<file path="src/rtl/gf_tower_pkg.sv">
package gf_tower_pkg;

    // Default construction of the field: six-bit halves over x^6+x+1
    localparam int          GF_HALF_W_DEF = 6;
    localparam logic [6:0]  GF_POLY_DEF   = 7'h43;
    localparam logic [5:0]  GF_BETA_DEF   = 6'h21;
    localparam logic [11:0] GF_GEN_DEF    = 12'hE01;

    typedef enum logic [1:0] {
        SEQ_IDLE  = 2'd0,
        SEQ_ARMED = 2'd1,
        SEQ_RUN   = 2'd2
    } seq_state_e;

endpackage

</file>
<file path="src/rtl/gf64_mul.sv">
module gf64_mul #(
    parameter int           HW   = 6,
    parameter logic [HW:0]  POLY = 7'h43
) (
    input  logic [HW-1:0] a_i,
    input  logic [HW-1:0] b_i,
    output logic [HW-1:0] p_o
);

    // shifted[i] = b * x^i reduced, partial[i] = running sum
    logic [HW-1:0] shifted [HW];
    logic [HW-1:0] partial [HW+1];

    assign shifted[0] = b_i;
    assign partial[0] = '0;

    genvar gi;
    generate
        for (gi = 1; gi < HW; gi++) begin : g_xtime
            assign shifted[gi] = {shifted[gi-1][HW-2:0], 1'b0}
                               ^ (shifted[gi-1][HW-1] ? POLY[HW-1:0] : '0);
        end
        for (gi = 0; gi < HW; gi++) begin : g_acc
            assign partial[gi+1] = partial[gi] ^ (a_i[gi] ? shifted[gi] : '0);
        end
    endgenerate

    assign p_o = partial[HW];

endmodule

</file>
<file path="src/rtl/gf4096_mul.sv">
module gf4096_mul #(
    parameter int           HW   = 6,
    parameter logic [HW:0]  POLY = 7'h43,
    parameter logic [HW-1:0] BETA = 6'h21
) (
    input  logic [2*HW-1:0] a_i,
    input  logic [2*HW-1:0] b_i,
    output logic [2*HW-1:0] p_o
);

    localparam int W = 2 * HW;

    logic [HW-1:0] ah, al, bh, bl;
    logic [HW-1:0] sum_a, sum_b;
    logic [HW-1:0] m_sum, m_low, m_high, m_beta;

    assign ah    = a_i[W-1:HW];
    assign al    = a_i[HW-1:0];
    assign bh    = b_i[W-1:HW];
    assign bl    = b_i[HW-1:0];
    assign sum_a = ah ^ al;
    assign sum_b = bh ^ bl;

    gf64_mul #(.HW(HW), .POLY(POLY)) u_sum  (.a_i(sum_a),  .b_i(sum_b), .p_o(m_sum));
    gf64_mul #(.HW(HW), .POLY(POLY)) u_low  (.a_i(al),     .b_i(bl),    .p_o(m_low));
    gf64_mul #(.HW(HW), .POLY(POLY)) u_high (.a_i(ah),     .b_i(bh),    .p_o(m_high));
    gf64_mul #(.HW(HW), .POLY(POLY)) u_beta (.a_i(m_high), .b_i(BETA),  .p_o(m_beta));

    assign p_o = {m_sum ^ m_low, m_beta ^ m_low};

endmodule

</file>
<file path="src/rtl/gf_pow_seq.sv">
module gf_pow_seq
    import gf_tower_pkg::*;
#(
    parameter int            HW   = 6,
    parameter logic [HW:0]   POLY = 7'h43,
    parameter logic [HW-1:0] BETA = 6'h21,
    parameter logic [2*HW-1:0] GEN = 12'hE01
) (
    input  logic            clk_i,
    input  logic            rst_ni,
    input  logic            start_i,
    input  logic            step_i,
    output logic [2*HW-1:0] pow_o,
    output logic            pow_vld_o,
    output logic [2*HW-1:0] pow_idx_o,
    output logic            pow_wrap_o
);

    localparam int W     = 2 * HW;
    localparam int ORDER = (1 << W) - 1;

    seq_state_e state_q, state_d;

    logic [W-1:0] pow_q, idx_q, times_gen;
    logic         vld_q, wrap_q;

    gf4096_mul #(.HW(HW), .POLY(POLY), .BETA(BETA)) u_gen_mul (
        .a_i (pow_q),
        .b_i (GEN),
        .p_o (times_gen)
    );

    // next-state decode
    always_comb begin
        state_d = state_q;
        unique case (state_q)
            SEQ_IDLE:  if (start_i) state_d = SEQ_ARMED;
            SEQ_ARMED: if (start_i) state_d = SEQ_ARMED;
                       else if (step_i) state_d = SEQ_RUN;
            SEQ_RUN:   if (start_i) state_d = SEQ_ARMED;
            default:   state_d = SEQ_IDLE;
        endcase
    end

    // state register
    always_ff @(posedge clk_i or negedge rst_ni) begin
        if (!rst_ni) state_q <= SEQ_IDLE;
        else         state_q <= state_d;
    end

    // output registers
    always_ff @(posedge clk_i or negedge rst_ni) begin
        if (!rst_ni) begin
            pow_q  <= '0;
            idx_q  <= '0;
            vld_q  <= 1'b0;
            wrap_q <= 1'b0;
        end else begin
            vld_q  <= 1'b0;
            wrap_q <= 1'b0;
            if (!start_i && step_i) begin
                unique case (state_q)
                    SEQ_IDLE: ;
                    SEQ_ARMED: begin
                        pow_q <= W'(1);
                        idx_q <= '0;
                        vld_q <= 1'b1;
                    end
                    SEQ_RUN: begin
                        pow_q  <= times_gen;
                        idx_q  <= (idx_q == W'(ORDER - 1)) ? '0 : idx_q + W'(1);
                        vld_q  <= 1'b1;
                        wrap_q <= (times_gen == W'(1));
                    end
                    default: ;
                endcase
            end
        end
    end

    assign pow_o      = pow_q;
    assign pow_idx_o  = idx_q;
    assign pow_vld_o  = vld_q;
    assign pow_wrap_o = wrap_q;


    start_quiet_chk: assert property (@(posedge clk_i) disable iff (!rst_ni)
        start_i |=> !pow_vld_o && state_q == SEQ_ARMED && pow_o == $past(pow_o));


    first_power_chk: assert property (@(posedge clk_i) disable iff (!rst_ni)
        (state_q == SEQ_ARMED && step_i && !start_i) |=> pow_vld_o && pow_o == W'(1) && pow_idx_o == '0);


    run_nonzero_chk: assert property (@(posedge clk_i) disable iff (!rst_ni)
        (state_q == SEQ_RUN && step_i && !start_i) |=> pow_vld_o && pow_o != '0);


    wrap_one_chk: assert property (@(posedge clk_i) disable iff (!rst_ni)
        pow_wrap_o |-> pow_vld_o && pow_o == W'(1));


    idle_step_chk: assert property (@(posedge clk_i) disable iff (!rst_ni)
        (state_q == SEQ_IDLE) |=> !pow_vld_o && $stable(pow_o) && $stable(pow_idx_o));


    no_step_hold_chk: assert property (@(posedge clk_i) disable iff (!rst_ni)
        !step_i |=> !pow_vld_o && !pow_wrap_o && $stable(pow_o) && $stable(pow_idx_o));

endmodule

</file>
<file path="src/rtl/gf_tower_mul.sv">
module gf_tower_mul
    import gf_tower_pkg::*;
#(
    parameter int            HALF_W = GF_HALF_W_DEF,
    parameter logic [HALF_W:0]   POLY = GF_POLY_DEF,
    parameter logic [HALF_W-1:0] BETA = GF_BETA_DEF,
    parameter logic [2*HALF_W-1:0] GEN = GF_GEN_DEF
) (
    input  logic                  clk_i,
    input  logic                  rst_ni,
    input  logic                  mul_vld_i,
    input  logic [2*HALF_W-1:0]   mul_a_i,
    input  logic [2*HALF_W-1:0]   mul_b_i,
    output logic [2*HALF_W-1:0]   prod_o,
    output logic                  prod_vld_o,
    input  logic                  seq_start_i,
    input  logic                  seq_step_i,
    output logic [2*HALF_W-1:0]   pow_o,
    output logic                  pow_vld_o,
    output logic [2*HALF_W-1:0]   pow_idx_o,
    output logic                  pow_wrap_o
);

    localparam int W = 2 * HALF_W;

    logic [W-1:0] prod_comb, prod_q;
    logic         prod_vld_q;

    gf4096_mul #(.HW(HALF_W), .POLY(POLY), .BETA(BETA)) u_mul (
        .a_i (mul_a_i),
        .b_i (mul_b_i),
        .p_o (prod_comb)
    );

    always_ff @(posedge clk_i or negedge rst_ni) begin
        if (!rst_ni) begin
            prod_q     <= '0;
            prod_vld_q <= 1'b0;
        end else begin
            prod_vld_q <= mul_vld_i;
            if (mul_vld_i) prod_q <= prod_comb;
        end
    end

    assign prod_o     = prod_q;
    assign prod_vld_o = prod_vld_q;

    gf_pow_seq #(.HW(HALF_W), .POLY(POLY), .BETA(BETA), .GEN(GEN)) u_seq (
        .clk_i      (clk_i),
        .rst_ni     (rst_ni),
        .start_i    (seq_start_i),
        .step_i     (seq_step_i),
        .pow_o      (pow_o),
        .pow_vld_o  (pow_vld_o),
        .pow_idx_o  (pow_idx_o),
        .pow_wrap_o (pow_wrap_o)
    );


    prod_latency_chk: assert property (@(posedge clk_i) disable iff (!rst_ni)
        mul_vld_i |=> prod_vld_o);


    prod_hold_chk: assert property (@(posedge clk_i) disable iff (!rst_ni)
        !mul_vld_i |=> !prod_vld_o && $stable(prod_o));


    zero_operand_chk: assert property (@(posedge clk_i) disable iff (!rst_ni)
        (mul_vld_i && (mul_a_i == '0 || mul_b_i == '0)) |=> prod_o == '0);


    unit_operand_chk: assert property (@(posedge clk_i) disable iff (!rst_ni)
        (mul_vld_i && mul_a_i == W'(1)) |=> prod_o == $past(mul_b_i));

endmodule

</file>
<file path="config.mk">
export PLATFORM = sky130hd
export DESIGN_NAME = gf_tower_mul
export DESIGN_NICKNAME = d
export VERILOG_FILES = /design/src/rtl/gf_tower_pkg.sv /design/src/rtl/gf64_mul.sv /design/src/rtl/gf4096_mul.sv /design/src/rtl/gf_pow_seq.sv /design/src/rtl/gf_tower_mul.sv
export SDC_FILE = /design/constraint.sdc
export NUM_CORES = 1
export LEC_CHECK = 0
export ABC_AREA = 1
export BUFFER_PORTS_ARGS = -buffer_cell sky130_fd_sc_hd__buf_2
export CAP_MARGIN = 10
export CORE_MARGIN = 4
export CORE_UTILIZATION = 35
export CTS_CLUSTER_SIZE = 30
export DETAILED_ROUTE_END_ITERATION = 12
export GPL_TIMING_DRIVEN = 0
export PLACE_DENSITY_LB_ADDON = 0.25
export SYNTH_ARGS = -nofsm -noshare
export SYNTH_HDL_FRONTEND = slang
export SYNTH_SLANG_ARGS = --single-unit
</file>
<file path="constraint.sdc">
create_clock -name clk_i -period 2.2 [get_ports clk_i]
set_input_delay 0.44 -clock clk_i [delete_from_list [all_inputs] [get_ports clk_i]]
set_output_delay 0.44 -clock clk_i [all_outputs]
set_load 0.1 [all_outputs]
</file>
; ---- Yosys cells after proc, flatten, opt, wreduce, memory -nomap -nowiden
; Index checks and enable logic that the tools add are counted.
[op_classes]
n_addsub = 1
n_eq_ne = 6
muxes = 74
bitwise = 62
reduce_logical = 8
[ops]
columns = op, n
row1 = $xor A6 B6 Y6, 44
row2 = $mux W6, 28
row3 = $xor A6 B2 Y6, 13
row4 = $pmux W12 S2, 2
row5 = $mux W2, 22
row6 = $mux W5, 4
row7 = $mux W4, 4
row8 = $add A12 B1 Y12 const B, 1
row9 = $eq A12 B1 Y1 const B, 1
row10 = $eq A12 B12 Y1 const B, 1
row11 = $mux W12, 1
row12 = $mux W3, 4
row13 = $xor A6 B3 Y6, 2
row14 = $mux W1, 8
row15 = $xor A6 B1 Y6, 1
row16 = $xor A6 B4 Y6, 1
row17 = $xor A6 B5 Y6, 1
row18 = $pmux W2 S2, 1
row19 = $reduce_and A2 Y1, 2
row20 = $reduce_or A2 Y1, 2
row21 = $ne A3 B3 Y1 const B, 1
row22 = $eq A2 B1 Y1 const B, 1
row23 = $eq A2 B2 Y1 const B, 1
row24 = $logic_not A2 Y1, 1
row25 = other kinds (4), 4
[word_totals]
register_bits = 41
out_inout_bits = 39
wordCells = 158

; ---- Logic depth before layout (Yosys ltp)
; Gate-level depths: netlist of the first run.
[depth]
word_depth = 19
ltp_mapped = 18

; ---- Cells and area by module
; Synthesis of the first run repeated with hierarchy kept, for this count alone.
[hier_totals]
cells_unflattened = 1808
area_unflattened_um2 = 9095.0
[by_module_without_submodules]
columns = module, n_inst, cells_each, area_per_inst_um2
row1 = gf64_mul, 8, 168, 780.7
row2 = gf_pow_seq, 1, 180, 1495.2
row3 = gf4096_mul, 2, 116, 435.4
row4 = gf_tower_mul, 1, 52, 483.0

; ---- Worst setup path before layout of the first run
; OpenSTA, ideal clock, no wires.
[synth_timing]
kind = reg-to-reg
from = register u_seq.idx_q[2] (netlist: u_seq.pow_idx_o[2])
to = register u_seq.idx_q[11] (netlist: u_seq.pow_idx_o[11])
setup_time_ns = 0.123
arrival_ns = 2.059
t_required_ns = 2.077
slack_ns = 0.018
stages_incl_launch_ff = 10
n_path_buf = 0
synth_period_minus_slack_ns = 2.182
cell_sequence = dfrtp_1 nand3_1 nor2_1 nand2_1 nor2_1 nand2_1 nor3b_2 nand3_1 nand2_1 nor2_1
[synth_between]
elab_chain_cells = 3
word_cells_on_any_way = 4
[synth_lines]
columns = item, line
row1 = from (decl), gf_pow_seq.sv:24  ; logic [W-1:0] pow_q, idx_q, times_gen;
row2 = from (signal assigned), gf_pow_seq.sv:71  ; idx_q <= (idx_q == W'(ORDER - 1)) ? '0 : idx_q + W'(1);
row3 = $add A12 B1 Y12 / $eq A12 B12 Y1 (equally long branches), gf_pow_seq.sv:71
row4 = $mux W12 *, gf_pow_seq.sv:71
row5 = $pmux W12 S2 *, gf_pow_seq.sv:62  ; unique case (state_q)
; Mark *: on every way between the ends. The rest lies on a longest branch, timed or not.
; A chain may end at the register's enable or synchronous reset.

; ---- Worst setup path after layout of the first run
[layout_timing]
from = register u_seq.state_q[0]
to = register u_seq.idx_q[11] (netlist: u_seq.pow_idx_o[11])
[layout_between]
elab_chain_cells = 3
word_cells_on_any_way = 5
[layout_lines]
columns = item, line
row1 = from (decl), gf_pow_seq.sv:22  ; seq_state_e state_q, state_d;
row2 = from (signal assigned), gf_pow_seq.sv:48  ; else state_q <= state_d;
row3 = $eq A2 B1 Y1 / $eq A2 B2 Y1 (equally long branches), gf_pow_seq.sv:62
row4 = $reduce_bool A2 Y1 (no source line), n/a
row5 = $reduce_and A2 Y1 (no source line), n/a
; Parallel ways exist; a longest one is shown, timed or not.

==> metrics.txt, run 1 <==
category of the worst setup path capture point=flip-flop; biggest cell delay along the critical path=0.39 ns; FMAX=roughly 500 MHz; Mapped Cells=between 700 and 800; worst setup margin=~0.21 ns; category of cells accounting for the largest share of critical-path delay=simple AND/OR/NAND/NOR gates; vias after detailed routing=between 4k and 5k; CTS H-tree depth=2; maxcap violations=0; cell depth of the worst setup path=12; clk_lat worst skew=approximately 0.28 ns; Die X=between 100 and 150 um; mean area per synthesized cell=slightly below 6 um2; port bufs=between 50 and 60; leftover overflow at the end of global routing=0; crit-path cells=inv_1 -> ha_1 -> nand3_2 -> inv_2 -> buf_6 -> nand2_1 -> nor2_2 -> nand2_1 -> nor3b_2 -> nand3_1 -> nand2_1 -> nor2_1; Tightest Hold Check Type=in -> reg; final RePlAce weighted congestion=between 0.8 and 0.9; reg2reg start=u_seq.state_q[0]; number of endpoints with negative hold slack in the final report=0; worst vdd rail ir drop=about 0.44 mV; FF-to-FF End=u_seq.pow_idx_o[11]; number of different library cells in the post-synthesis netlist=30; post-detailed-routing wire length=approximately 12000 um; via count of the first global-routing pass=4019; number of setup violations in the final report=0; clock root buffer=clkbuf_16; register area share after synthesis=a little under a quarter; initial core utilization=around 36%; Critical Path Most Common Cell=nand2_1; Most used DFF post-synth=dfrtp_1; number of synthesized flops with an enable pin=0; clock period minus final worst setup slack=1.991 ns; number of buffers created by CTS=5; average routed wire per standard cell=~12 um; Via-to-Cell Ratio=between 4 and 5; wire length of the first global-routing pass=about 20000 um; row count=41; number of sinks driven by the clock tree=41; DR iter-0 viols=331; fraction of registers with async set/reset=100.0%; maximum buffer depth of the clock tree=2; ratio of total power to cell area=around 1000 mW/mm2; Worst Setup EP=u_seq.pow_idx_o[11]; Total Die Area=0.01481 mm2; Die Y-Extent=between 100 and 150 um; GRT Resource Usage Total=between 15 and 20%; detailed placement HPWL=9790 um; required time of the worst setup path=roughly 2.4 ns; setup repair after global routing missed its margin=false; flop2flop setup slack=between 0.2 and 0.25 ns; total DRC errors in the routed layout=0; count of antenna diodes in the layout=0; Pins Over Slew Limit=0; setup_tns=0 ns; critical path data arrival time=2.17 ns; non-filler cells, final=about 1000; post-placement setup slack=-0.04251 ns; net count after synthesis=roughly 800; TritonCTS clock tree=done; core outline area=approximately 0.013 mm2; number of buffers and inverters on the critical path=3; kind of critical path=reg -> reg; post-synth design cell area=0.004526 mm2; largest cells by area after synthesis=nand2_1 (27%), dfrtp_1 (23%), xnor2_1 (11%); maximum fanout along the worst path=10; clock slew at reported path FFs=0.07 ns; length in cells of the worst reg-to-reg path=12; area share of the largest cell type after synthesis=about 27%; beginning of the critical path=u_seq.state_q[0]; worst slew margin relative to its limit=39.18%; outcome=finished clean; final clock skew=0.006061 ns; share of the core filled with cells=41.07%; kind of launch point of the worst setup path=flip-flop; area leader, netlist=nand2_1; slew at the pin with the worst max-slew slack=0.9123 ns; number of nets in the layout=roughly 860; area grow syn2layout=14.51%; filler cell count=approximately 1.4k; remaining antenna violation count=0; leakage power of the design=0.002929 uW; largest net degree at the start of global routing=between 40 and 50; share of post-route cells with drive strength above 1=about an eighth; Synth Register Bits=41; final period utilization=around nine tenths; Yosys warning total=0; IO Pins=68; count of TritonRoute iterations in the first routing pass=5; cell total after placement=988; number of antenna violations at the first check in global routing=0; Max stage delay cell, worst path=dfrtp_1
[cells by family (layout without fill, tap and decap cells)]
kind of cell	Yosys count	after routing	synth area share [%]
AO/OA/AOI/OAI	40	40	4.783
XOR/XNOR	91	91	18.27
adder cells (fa/ha/maj)	6	6	1.659
buffers and inverters	107	170	9.621
flip-flops	41	41	22.67
AND/OR/NAND/NOR	477	477	42.99
[worst min-delay path by stage]
| stage | startpoint | end | slack (ns) | depth (start not counted) |
|---|---|---|---|---|
| 2_1_floorplan | rst_ni | prod_o[0] | 0.14 | 0 |
| 3_3_place_gp | prod_o[2] | prod_o[2] | 0.46 | 2 |
| 3_5_place_dp | prod_o[10] | prod_o[10] | 0.47 | 2 |
| 4_1_cts | mul_vld_i | prod_vld_o | 0.27 | 1 |
| 5_1_grt | mul_vld_i | prod_vld_o | 0.27 | 1 |
| 6_report | mul_vld_i | prod_vld_o | 0.27 | 1 |
[synthesized netlist by cell type, drive strengths merged, types with 2 or more instances]
master and count:
nor3 7, xor2 34, inv 87, clkbuf 3, o21ai 24, nand2 333, nand4 6, or2 2
o22ai 5, dfrtp 41, ha 6, buf 17, nand3 62, nor2 61, xnor2 57, nand3b 4
a21oi 7
[sequential cells by signal, summed over array words and instances, names as in the netlist]
| register | count |
|---|---|
| prod_vld_o | 1 |
| u_seq.pow_idx_o | 12 |
| u_seq.pow_o | 12 |
| u_seq.pow_wrap_o | 1 |
| u_seq.pow_vld_o | 1 |
| prod_o | 12 |
| u_seq.state_q | 2 |
[layer usage]
layer	wire, um	GRT usage, %	up-vias
li1	-	-	2464
met2	5296	26.36	108
met4	143	3.361	0
met5	0	0	-
met3	585	1.578	14
met1	6145	23.95	2019
[what timing repair did]
action,in CTS,in global routing
endpoints found under the setup margin,0,1
hold buffers,0,0
setup buffers,0,1
resized for setup,0,4
[through the flow]
step                instance area, um2  power [uW]  hold WS, ns
global route                      5182        5702       0.2736
detailed placement                5011        4577       0.4667
CTS                               5164        5336       0.2686
finish                            5182        5330       0.2707
global placement                  5011        4564       0.4620
floorplan                         4526        3946       0.1444
[cells in the final DEF (no fill, tap or decap), types with 2 or more instances in the layout]
cell and instances:
dfrtp_1 41, nand2_1 324, nand3_1 61, nand4_1 6, clkbuf_16 5, nor3_1 7
inv_1 85, nand2_2 9, xnor2_1 55, o21ai_0 22, ha_1 6, xnor2_2 2
o22ai_1 5, o21ai_1 2, buf_4 5, nand3b_1 4, xor2_1 32, clkbuf_1 3
nor2_1 60, xor2_2 2, buf_2 66, inv_2 2, a21oi_1 7
[layout make-up]
class                           count  area, um2  share of cell area, %
Timing Repair Buffer               55      277.8                  5.360
Multi-Input combinational cell    614       3072                  59.27
Buffer                             20      112.6                  2.173
Clock buffer                        6      138.9                  2.680
Sequential cell                    41       1026                  19.80
Clock inverter                      2      13.76                 0.2656
Inverter                           87      326.6                  6.301
Tap cell                          172      215.2                  4.153
[power by group]
part	switching, uW	internal [uW]	total [uW]
registers	194	936	1130
clock network	291	451	742
logic	2540	917	3460
(Power assumes the default switching activity.)
==> run 2, diff against run 1 <==
--- a/config.mk
+++ b/config.mk
@@ -8,8 +8,10 @@
 export ABC_AREA = 1
 export BUFFER_PORTS_ARGS = -buffer_cell sky130_fd_sc_hd__buf_2
 export CAP_MARGIN = 10
+export CELL_PAD_IN_SITES_DETAIL_PLACEMENT = 1
+export CELL_PAD_IN_SITES_GLOBAL_PLACEMENT = 2
 export CORE_MARGIN = 4
-export CORE_UTILIZATION = 35
+export CORE_UTILIZATION = 30
 export CTS_CLUSTER_SIZE = 30
 export DETAILED_ROUTE_END_ITERATION = 12
 export GPL_TIMING_DRIVEN = 0
==> metrics.txt, run 2 (synthesized netlist as in run 1, its figures left out) <==
outcome=finished clean; kind of launch point of the worst setup path=flip-flop; fraction of power consumed by sequential logic=20.9% (-0.3 points); average routed wire per standard cell=14.68 um (+20%); CTS Hold Buffers Added=0 (unchanged); Pins Over Slew Limit=0 (unchanged); final period utilization=92.27% (+1.8 points); port bufs=54 (unchanged); share of post-route cells with drive strength above 1=12.47% (+0.47 points); biggest cell delay along the critical path=0.39 ns (about the same); Critical Path Most Common Cell=nand2_1; remaining antenna violation count=0 (unchanged); clock root buffer=clkbuf_16; leftover overflow at the end of global routing=0 (unchanged); slew at the pin with the worst max-slew slack=0.9703 ns (+0.05806 ns); total area of multi-input combinational cells=0.003088 mm2 (+0.53%); count of TritonRoute iterations in the first routing pass=4 (-1); Clk network pwr share=13.7% (-0.2 points); Final Total Pwr=5428 uW (+1.8%); commonest cells after routing, fill and taps aside=nand2_1 (323), inv_1 (85), buf_2 (66); crit-path cells=inv_1 -> ha_1 -> nand3_2 -> inv_2 -> buf_6 -> nand2_1 -> nor2_2 -> nand2_1 -> nor3b_4 -> nand3_1 -> nand2_1 -> nor2_1; worst vdd rail ir drop=0.4910 mV (+13%); clock period minus final worst setup slack=2.030 ns (+0.03880 ns); FMAX=492.6 MHz (-1.9%); Max stage delay cell, worst path=dfrtp_1; total DRC errors in the routed layout=0 (unchanged); final RePlAce weighted congestion=0.8974 (+3.8%); via count of the first global-routing pass=4956 (+23%); initial core utilization=30.90% (-5.0 points); commonest non-fill, non-tap cell in the layout=nand2_1; setup repair after global routing missed its margin=true; fraction of power consumed by combinational cells=65.4% (+0.5 points); filler cell count=1994 (+38%); post-route design area=0.005223 mm2 (+0.77%); worst slew margin relative to its limit=35.31% (-3.9 points); Seq. cell area=0.001026 mm2 (unchanged); clk_lat worst skew=0.29 ns (about the same); DR iter-0 viols=165 (-50%); IO Pins=68 (unchanged); number of setup violations in the final report=0 (unchanged); core outline area=0.01464 mm2 (+16%); category of the worst setup path capture point=flip-flop; largest net degree at the start of global routing=42 (unchanged); maxcap violations=0 (unchanged); Via-to-Cell Ratio=4.761 (+3.1%); Die Y-Extent=130.8 um (+7.5%); number of nets in the layout=861 (+0.23%); maximum buffer depth of the clock tree=2 (unchanged); critical path data arrival time=2.20 ns (+0.03 ns); Tightest Hold Check Type=in -> reg; sw power=3105 uW (+2.6%); kind of critical path=reg -> reg; number of buffers created by CTS=5 (unchanged); CTS H-tree depth=2 (unchanged); internal power=2323 uW (+0.82%); length in cells of the worst reg-to-reg path=12 (unchanged); number of antenna violations at the first check in global routing=0 (unchanged); count of antenna diodes in the layout=0 (unchanged); clock slew at reported path FFs=0.06 ns (about the same); switching power as a share of total power=57.20% (+0.44 points); number of endpoints with negative hold slack in the final report=0 (unchanged); leakage power of the design=0.002952 uW (+0.79%); ratio of total power to cell area=1039 mW/mm2 (+1.1%); Die X=130.8 um (+7.5%); final clock skew=0.006015 ns (-0.00004643 ns); required time of the worst setup path=2.37 ns (about the same); number of buffers and inverters on the critical path=3 (unchanged); TritonCTS clock tree=done; post-detailed-routing wire length=14830 um (+22%); Area after DPL=0.005026 mm2 (+0.30%); row count=44 (+7.3%); detailed placement HPWL=12430 um (+27%); number of cells traversed by the worst hold path=1 (unchanged); worst setup margin=0.1701 ns (-0.03880 ns); Total Die Area=0.01711 mm2 (+16%); vias after detailed routing=4809 (+4.4%); GRT Resource Usage Total=17.80% (+1.4 points); number of sinks driven by the clock tree=41 (unchanged); post-placement setup slack=-0.1269 ns (-0.08441 ns); cell depth of the worst setup path=12 (unchanged); category of cells accounting for the largest share of critical-path delay=simple AND/OR/NAND/NOR gates; maximum fanout along the worst path=10 (unchanged); area grow syn2layout=15.40%; wire length of the first global-routing pass=24490 um (+24%)
==> run 2: changes by cell type in the layout (fill, tap and decap cells not counted) <==
cell | before | now
buf_4 | 5 | 7
clkinv_2 | 1 | 0
clkinv_4 | 1 | 0
clkinvlp_4 | 0 | 1
nand2_1 | 324 | 323
nand2_2 | 9 | 10
nor2_1 | 60 | 59
nor2_2 | 1 | 2
nor3_1 | 7 | 6
nor3_2 | 0 | 1
nor3b_2 | 1 | 0
nor3b_4 | 0 | 1
==> run 2: power groups by stage <==
stage,Sequential (uW),Combinational [uW],Clock (uW)
final,1140,3550,744
after global routing,1170,3890,797
after CTS,1140,3540,767
after detailed placement,1150,3530,0
after global placement,1140,3450,0
after floorplan,2310,1640,0
==> run 2: repair_timing <==
item | CTS | global route
buffers inserted | 0 | 3
resized for setup | 0 | 8
setup endpoints to repair | 0 | 4
==> run 2: worst paths after layout <==
kind	start	end	slack [ns]
worst max-delay path	u_seq.state_q[0]	u_seq.pow_idx_o[11]	0.17
worst min-delay path	mul_vld_i	prod_vld_o	0.28
worst max register to register	u_seq.state_q[0]	u_seq.pow_idx_o[11]	0.17
worst min register to register	prod_o[10]	prod_o[10]	0.48
max in group asynchronous	rst_ni	u_seq.pow_idx_o[9]	1.28
min in group asynchronous	rst_ni	prod_o[10]	0.31
==> run 2: final cells by class <==
class | count | area share [%]
Inverter | 87 | 6.253
Timing Repair Buffer | 57 | 5.606
Tap cell | 184 | 4.408
Clock buffer | 6 | 2.659
Clock inverter | 1 | 0.1437
Sequential cell | 41 | 19.65
Multi-Input combinational cell | 614 | 59.13
Buffer | 20 | 2.156
==> run 2: routing by layer <==
| metal | vias to the layer above | track usage (%) | share of wire (%) |
|---|---|---|---|
| li1 | 2457 | - | - |
| met1 | 2291 | 24.34 | 49 |
| met4 | 0 | 2.117 | 0.52 |
| met3 | 9 | 2.358 | 2.4 |
| met5 | - | 0 | 0 |
| met2 | 52 | 30.89 | 48 |
==> run 2: stage by stage <==
| stage | utilization [%] | hold WS (ns) | TNS, ns | cells |
|---|---|---|---|---|
| floorplan | - | 0.1444 | 0 | 762 |
| global placement | 34.32 | 0.4620 | -0.04205 | 1000 |
| detailed placement | 34.32 | 0.4666 | -0.1269 | 1000 |
| CTS | 35.32 | 0.2697 | 0 | 1007 |
| global route | 35.66 | 0.2698 | -0.04413 | 1010 |
| finish | 35.66 | 0.2755 | 0 | 1010 |
